`config.mk`:
```
export PLATFORM = sky130hd
export DESIGN_NAME = regptr_seq
export DESIGN_NICKNAME = d
export VERILOG_FILES = /design/src/rtl/regptr_pkg.sv /design/src/rtl/regptr_ctl_reg.sv /design/src/rtl/regptr_window.sv /design/src/rtl/regptr_step.sv /design/src/rtl/regptr_seq.sv
export SDC_FILE = /design/constraint.sdc
export NUM_CORES = 1
export LEC_CHECK = 0
export ABC_AREA = 1
export BUFFER_PORTS_ARGS = -buffer_cell sky130_fd_sc_hd__buf_2
export CORE_AREA = 4 4 41 43
export CTS_BUF_LIST = sky130_fd_sc_hd__clkbuf_8
export DETAILED_ROUTE_END_ITERATION = 8
export DIE_AREA = 0 0 45 47
export PLACE_DENSITY = 0.75
export SLEW_MARGIN = 40
export SYNTH_ARGS = -nofsm -noshare
export SYNTH_HDL_FRONTEND = slang
export SYNTH_SLANG_ARGS = --single-unit
```
`constraint.sdc`:
```
create_clock -name clk -period 1.5 [get_ports clk]
set_input_delay 0.3 -clock clk [delete_from_list [all_inputs] [get_ports clk]]
set_output_delay 0.3 -clock clk [all_outputs]
set_load 0.005 [all_outputs]
```
`src/rtl/regptr_pkg.sv`:
```
package regptr_pkg;

    localparam int PTR_W  = 5;
    localparam int MODE_W = 3;
    localparam int CTL_W  = PTR_W + MODE_W;

    typedef logic [PTR_W-1:0] ptr_t;

    // Increment mode codes carried in the top three control bits
    typedef enum logic [MODE_W-1:0] {
        AI_OFF    = 3'b000,
        AI_RSV_A  = 3'b001,
        AI_RSV_B  = 3'b010,
        AI_RSV_C  = 3'b011,
        AI_ALL    = 3'b100,
        AI_BRIGHT = 3'b101,
        AI_GROUP  = 3'b110,
        AI_MIXED  = 3'b111
    } ai_mode_e;

    // Register map landmarks
    localparam ptr_t IDX_FIRST  = 5'h00;
    localparam ptr_t IDX_LAST   = 5'h1B;
    localparam ptr_t BRIGHT_LO  = 5'h02;
    localparam ptr_t BRIGHT_HI  = 5'h11;
    localparam ptr_t GROUP_LO   = 5'h12;
    localparam ptr_t GROUP_HI   = 5'h13;

    // Stored control byte, mode above pointer
    typedef struct packed {
        ai_mode_e mode;
        ptr_t     ptr;
    } ctl_t;

    // Window chosen by the mode
    typedef struct packed {
        logic active;
        ptr_t limit;
        ptr_t target;
    } window_t;

    function automatic window_t window_of(input ai_mode_e m);
        window_t w;
        w.active = 1'b1;
        w.limit  = IDX_LAST;
        w.target = IDX_FIRST;
        case (m)
            AI_ALL: begin
                w.limit  = IDX_LAST;
                w.target = IDX_FIRST;
            end
            AI_BRIGHT: begin
                w.limit  = BRIGHT_HI;
                w.target = BRIGHT_LO;
            end
            AI_GROUP: begin
                w.limit  = GROUP_HI;
                w.target = GROUP_LO;
            end
            AI_MIXED: begin
                w.limit  = GROUP_HI;
                w.target = BRIGHT_LO;
            end
            default: begin
                w.active = 1'b0;
            end
        endcase
        return w;
    endfunction

    function automatic ptr_t advance(input ptr_t p, input window_t w);
        ptr_t n;
        if (!w.active)
            n = p;
        else if (p == w.limit)
            n = w.target;
        else if (p == IDX_LAST)
            n = IDX_FIRST;
        else
            n = p + ptr_t'(1);
        return n;
    endfunction

endpackage

```
`src/rtl/regptr_ctl_reg.sv`:
```
module regptr_ctl_reg
    import regptr_pkg::*;
(
    input  logic             clk,
    input  logic             rst,
    input  logic             load,
    input  logic [CTL_W-1:0] byte_in,
    input  logic             step,
    input  ptr_t             ptr_next,
    output ctl_t             ctl_q
);

    always_ff @(posedge clk) begin
        if (rst) begin
            ctl_q.mode <= AI_OFF;
            ctl_q.ptr  <= IDX_FIRST;
        end else if (load) begin
            ctl_q <= ctl_t'(byte_in);
        end else if (step) begin
            ctl_q.ptr <= ptr_next;
        end
    end

endmodule

```
`src/rtl/regptr_window.sv`:
```
module regptr_window
    import regptr_pkg::*;
(
    input  ai_mode_e mode,
    output window_t  win
);

    always_comb begin
        win = window_of(mode);
    end

endmodule

```
`src/rtl/regptr_step.sv`:
```
module regptr_step
    import regptr_pkg::*;
(
    input  ptr_t    ptr_cur,
    input  window_t win,
    output ptr_t    ptr_next
);

    always_comb begin
        ptr_next = advance(ptr_cur, win);
    end

endmodule

```
`src/rtl/regptr_seq.sv`:
```
module regptr_seq
    import regptr_pkg::*;
(
    input  logic             clk,
    input  logic             rst,
    input  logic             ctl_wr,
    input  logic [CTL_W-1:0] ctl_byte,
    input  logic             byte_done,
    output logic [PTR_W-1:0] reg_index
);

    ctl_t                    ctl_q;
    window_t                 win;
    ptr_t                    ptr_next;
    logic [MODE_W-1:0]       cur_mode;

    regptr_ctl_reg u_ctl (
        .clk      (clk),
        .rst      (rst),
        .load     (ctl_wr),
        .byte_in  (ctl_byte),
        .step     (byte_done),
        .ptr_next (ptr_next),
        .ctl_q    (ctl_q)
    );

    regptr_window u_win (
        .mode (ctl_q.mode),
        .win  (win)
    );

    regptr_step u_step (
        .ptr_cur  (ctl_q.ptr),
        .win      (win),
        .ptr_next (ptr_next)
    );

    assign cur_mode  = ctl_q.mode;
    assign reg_index = ctl_q.ptr;

endmodule

```
==> impl_results.md <==
- Largest net degree at the start of global routing: 10
- Vias in the first global route: 540
- Hold crit path type: primary input to flop
- Compound-Gate Fraction of Synth Area: 12.50%
- Crit end category: flop
- Met2 usage: 22.03%
- Overall power: roughly 620 uW
- Leading area contributor after synthesis: dfxtp_1
- WS Path Type: flop to flop
- Worst-skew pair later-pin latency: 0.23 ns
- Syn Area/Cell: 6.784 sq um
- Port Buf Inserts: 16
- Mapped Cells: 90
- Synth Area in Simple Gates: 39.96%
- Critical path data required time: 1.65 ns
- DRC: 0
- Core area: 1301 sq um
- Tot GR Track Use: 14.82%
- IO Pins: 17
- Routability cong.: roughly 0.89
- Core Rows: 13
- Iter 0 DRT Violations: 14
- PD cells: 862.2 nW/um^2
- Final Routed Wirelength: approximately 1.3 mm
- Placed inst area: 678.2 sq um
- RSZ-0062 raised after global routing: false
- Status: complete, no violations
- Synthesized-area fraction occupied by adder cells: 2.049%
- Largest registers: u_ctl.ctl_q: 8 flops
- Post-layout nets: 119
- CTS Buf Count: 3
- Yosys reg bits: 8
- Post-Syn Area: 610.6 sq um
- Reg clk slew, reported paths: 0.04 ns
- Routed wire length per instance: 10.81 um
- Clock root cell: clkbuf_8
- Max reg flops: 8
- Final-report hold violation count: 0
- Final std cells w/o fill: 119
- Final core utilization: 55.38%
- DRT Pass-1 Iters: 4
- Syn Nets: 103
- Max-cap check violation count: 0
- FILL cells: 143
- Worst-Margin Slew: 0.4008 ns
- Vias: 618
- FF-to-FF setup slack: between 0.2 and 0.25 ns
- Fraction of synthesized area in multiplexers: 0%
- Largest register by flop count: u_ctl.ctl_q
- Worst Path Max Fanout: 6
- H-tree depth: 1
- Synth warn: 0
- Layout cell share with drive strength beyond 1: 32.69%
- Placed cell count: 116
- Distinct cells, synth: 27
- CTS tree: built
- M1 GR Usage: 18.58%
- Arr. time, crit path: 1.45 ns
- Clock tree buffer depth: 2
- Initial antenna violation count: 0
- Peak supply drop: between 400 and 500 uV
- Post-CTS Setup Inserts: 0
- Width of the die: roughly 45 um
- Via density: 5.193
- Top Usage Layer GRT: met2
- Min cycle time layout: 1.298 ns
- Period utilization: 86.53%
- Antenna cells: 0
- GR Layer Usage met3: 3.831%
- F_max: between 0.7 and 0.8 GHz
- Relative slew slack: 73.24%
- Max-slew violation count: 0
- Top-area cell type share of the netlist area: a little over a quarter
- Setup violators final: 0
- Die H: 47 um
- Initial Utilization: a little under half
- CP Launch Type: flop
- Synth top area cells: dfxtp_1, nand2_1, buf_4, nand3_1, nand4_1
- Post-synthesis sequential area ratio: 26.23%
- Area growth syn-to-layout: 18.03%
- Leakage: around 0.00034 uW
- Final setup TNS: 0 ns
- XOR/XNOR Fraction of Synth Area: 2.869%
- Total global routing overflow: 0
- Fin area: 720.7 sq um
- Global-route wire length before repair: 2.214 mm
- Clock skew: 0.003443 ns
- Largest family of logic cells by synthesized area: simple AND/OR/NAND/NOR gates
- # clock sinks: 8
- Detailed placement HPWL: 982.5 um
- Post-route ant nets: 0
- Die Area: 2115 sq um
-- worst max-delay path: stages (launching register included) --
cell and delay [ns]:
dfxtp_1 0.35, ha_1 0.25, nand2_1 0.11, nor3_1 0.05, nor2_1 0.18, nand4_1 0.12
a31oi_1 0.15
-- timing repair --
action | 4_1_cts | 5_1_grt
resized for setup | 0 | 1
hold endpoints to repair | 0 | 0
endpoints found under the setup margin | 0 | 1
hold buffers | 0 | 0
-- cells by family (layout without fill, tap and decap cells) --
family,Yosys count,in the layout
AND/OR/NAND/NOR,50,50
XOR/XNOR,2,2
buffers and inverters,17,31
adder cells (fa/ha/maj),1,1
AO/OA/AOI/OAI,12,12
flip-flops,8,8
-- cells in the mapped netlist --
cell type,number
ha_1,1
a21oi_1,3
nor3_1,1
xor2_1,2
clkinv_1,1
nand4_1,4
dfxtp_1,8
a21oi_2,2
buf_4,5
o21ai_0,2
nand2_1,28
a31oi_1,3
nand2_2,2
bufinv_8,1
inv_1,5
nand3_1,7
buf_2,1
inv_2,2
inv_4,1
nor2_1,3
buf_1,1
nor2_2,2
o21bai_1,1
nor2_8,1
nand3_2,1
nor3b_1,1
a211oi_1,1
-- cell type report --
class / instances / area, sq um / share of cell area [%]
Inverter: 10 / 53.80 / 7.465
Clock buffer: 3 / 41.29 / 5.729
Multi-Input combinational cell: 65 / 350.3 / 48.61
Sequential cell: 8 / 161.4 / 22.40
Timing Repair Buffer: 18 / 95.09 / 13.19
Tap cell: 15 / 18.77 / 2.604
-- worst paths after layout --
path,startpoint,to,cells after the start
max,u_ctl.ctl_q[0]$_SDFFE_PP0P_,u_ctl.ctl_q[2]$_SDFFE_PP0P_,6
min,ctl_byte[5],u_ctl.ctl_q[5]$_SDFFE_PP0P_,3
max reg2reg,u_ctl.ctl_q[0]$_SDFFE_PP0P_,u_ctl.ctl_q[2]$_SDFFE_PP0P_,6
min reg2reg,u_ctl.ctl_q[5]$_SDFFE_PP0P_,u_ctl.ctl_q[5]$_SDFFE_PP0P_,2
-- stage by stage --
stage                     hold slack [ns]  worst slack (ns)
after global routing               0.3450          0.009172
after CTS                          0.3173            0.1771
after global placement             0.4980            0.2658
after detailed placement           0.5082            0.2244
final                              0.3177            0.2020
after floorplan                    0.4405            0.3547
-- routing by layer --
| metal | wire (um) | part of all wire [%] |
|---|---|---|
| met4 | 36 | 2.8 |
| met1 | 599 | 47 |
| met3 | 102 | 7.9 |
| met5 | 0 | 0 |
| met2 | 548 | 43 |
-- report_power, final --
part / switching, uW / internal, uW
combinational: 60.3 / 55.4
sequential: 21.4 / 229
clock: 82.0 / 174
-- cell usage in the layout, fill, tap and decap left out, types with 3 or more instances in the layout --
| cell | Yosys | layout |
|---|---|---|
| buf_2 | 1 | 16 |
| inv_1 | 5 | 5 |
| dfxtp_1 | 8 | 7 |
| nand4_1 | 4 | 4 |
| nand3_1 | 7 | 7 |
| clkbuf_8 | 0 | 3 |
| nor2_1 | 3 | 3 |
| a31oi_1 | 3 | 3 |
| a21oi_1 | 3 | 3 |
| nand2_1 | 28 | 28 |
Power figures use the tool's default switching activity.
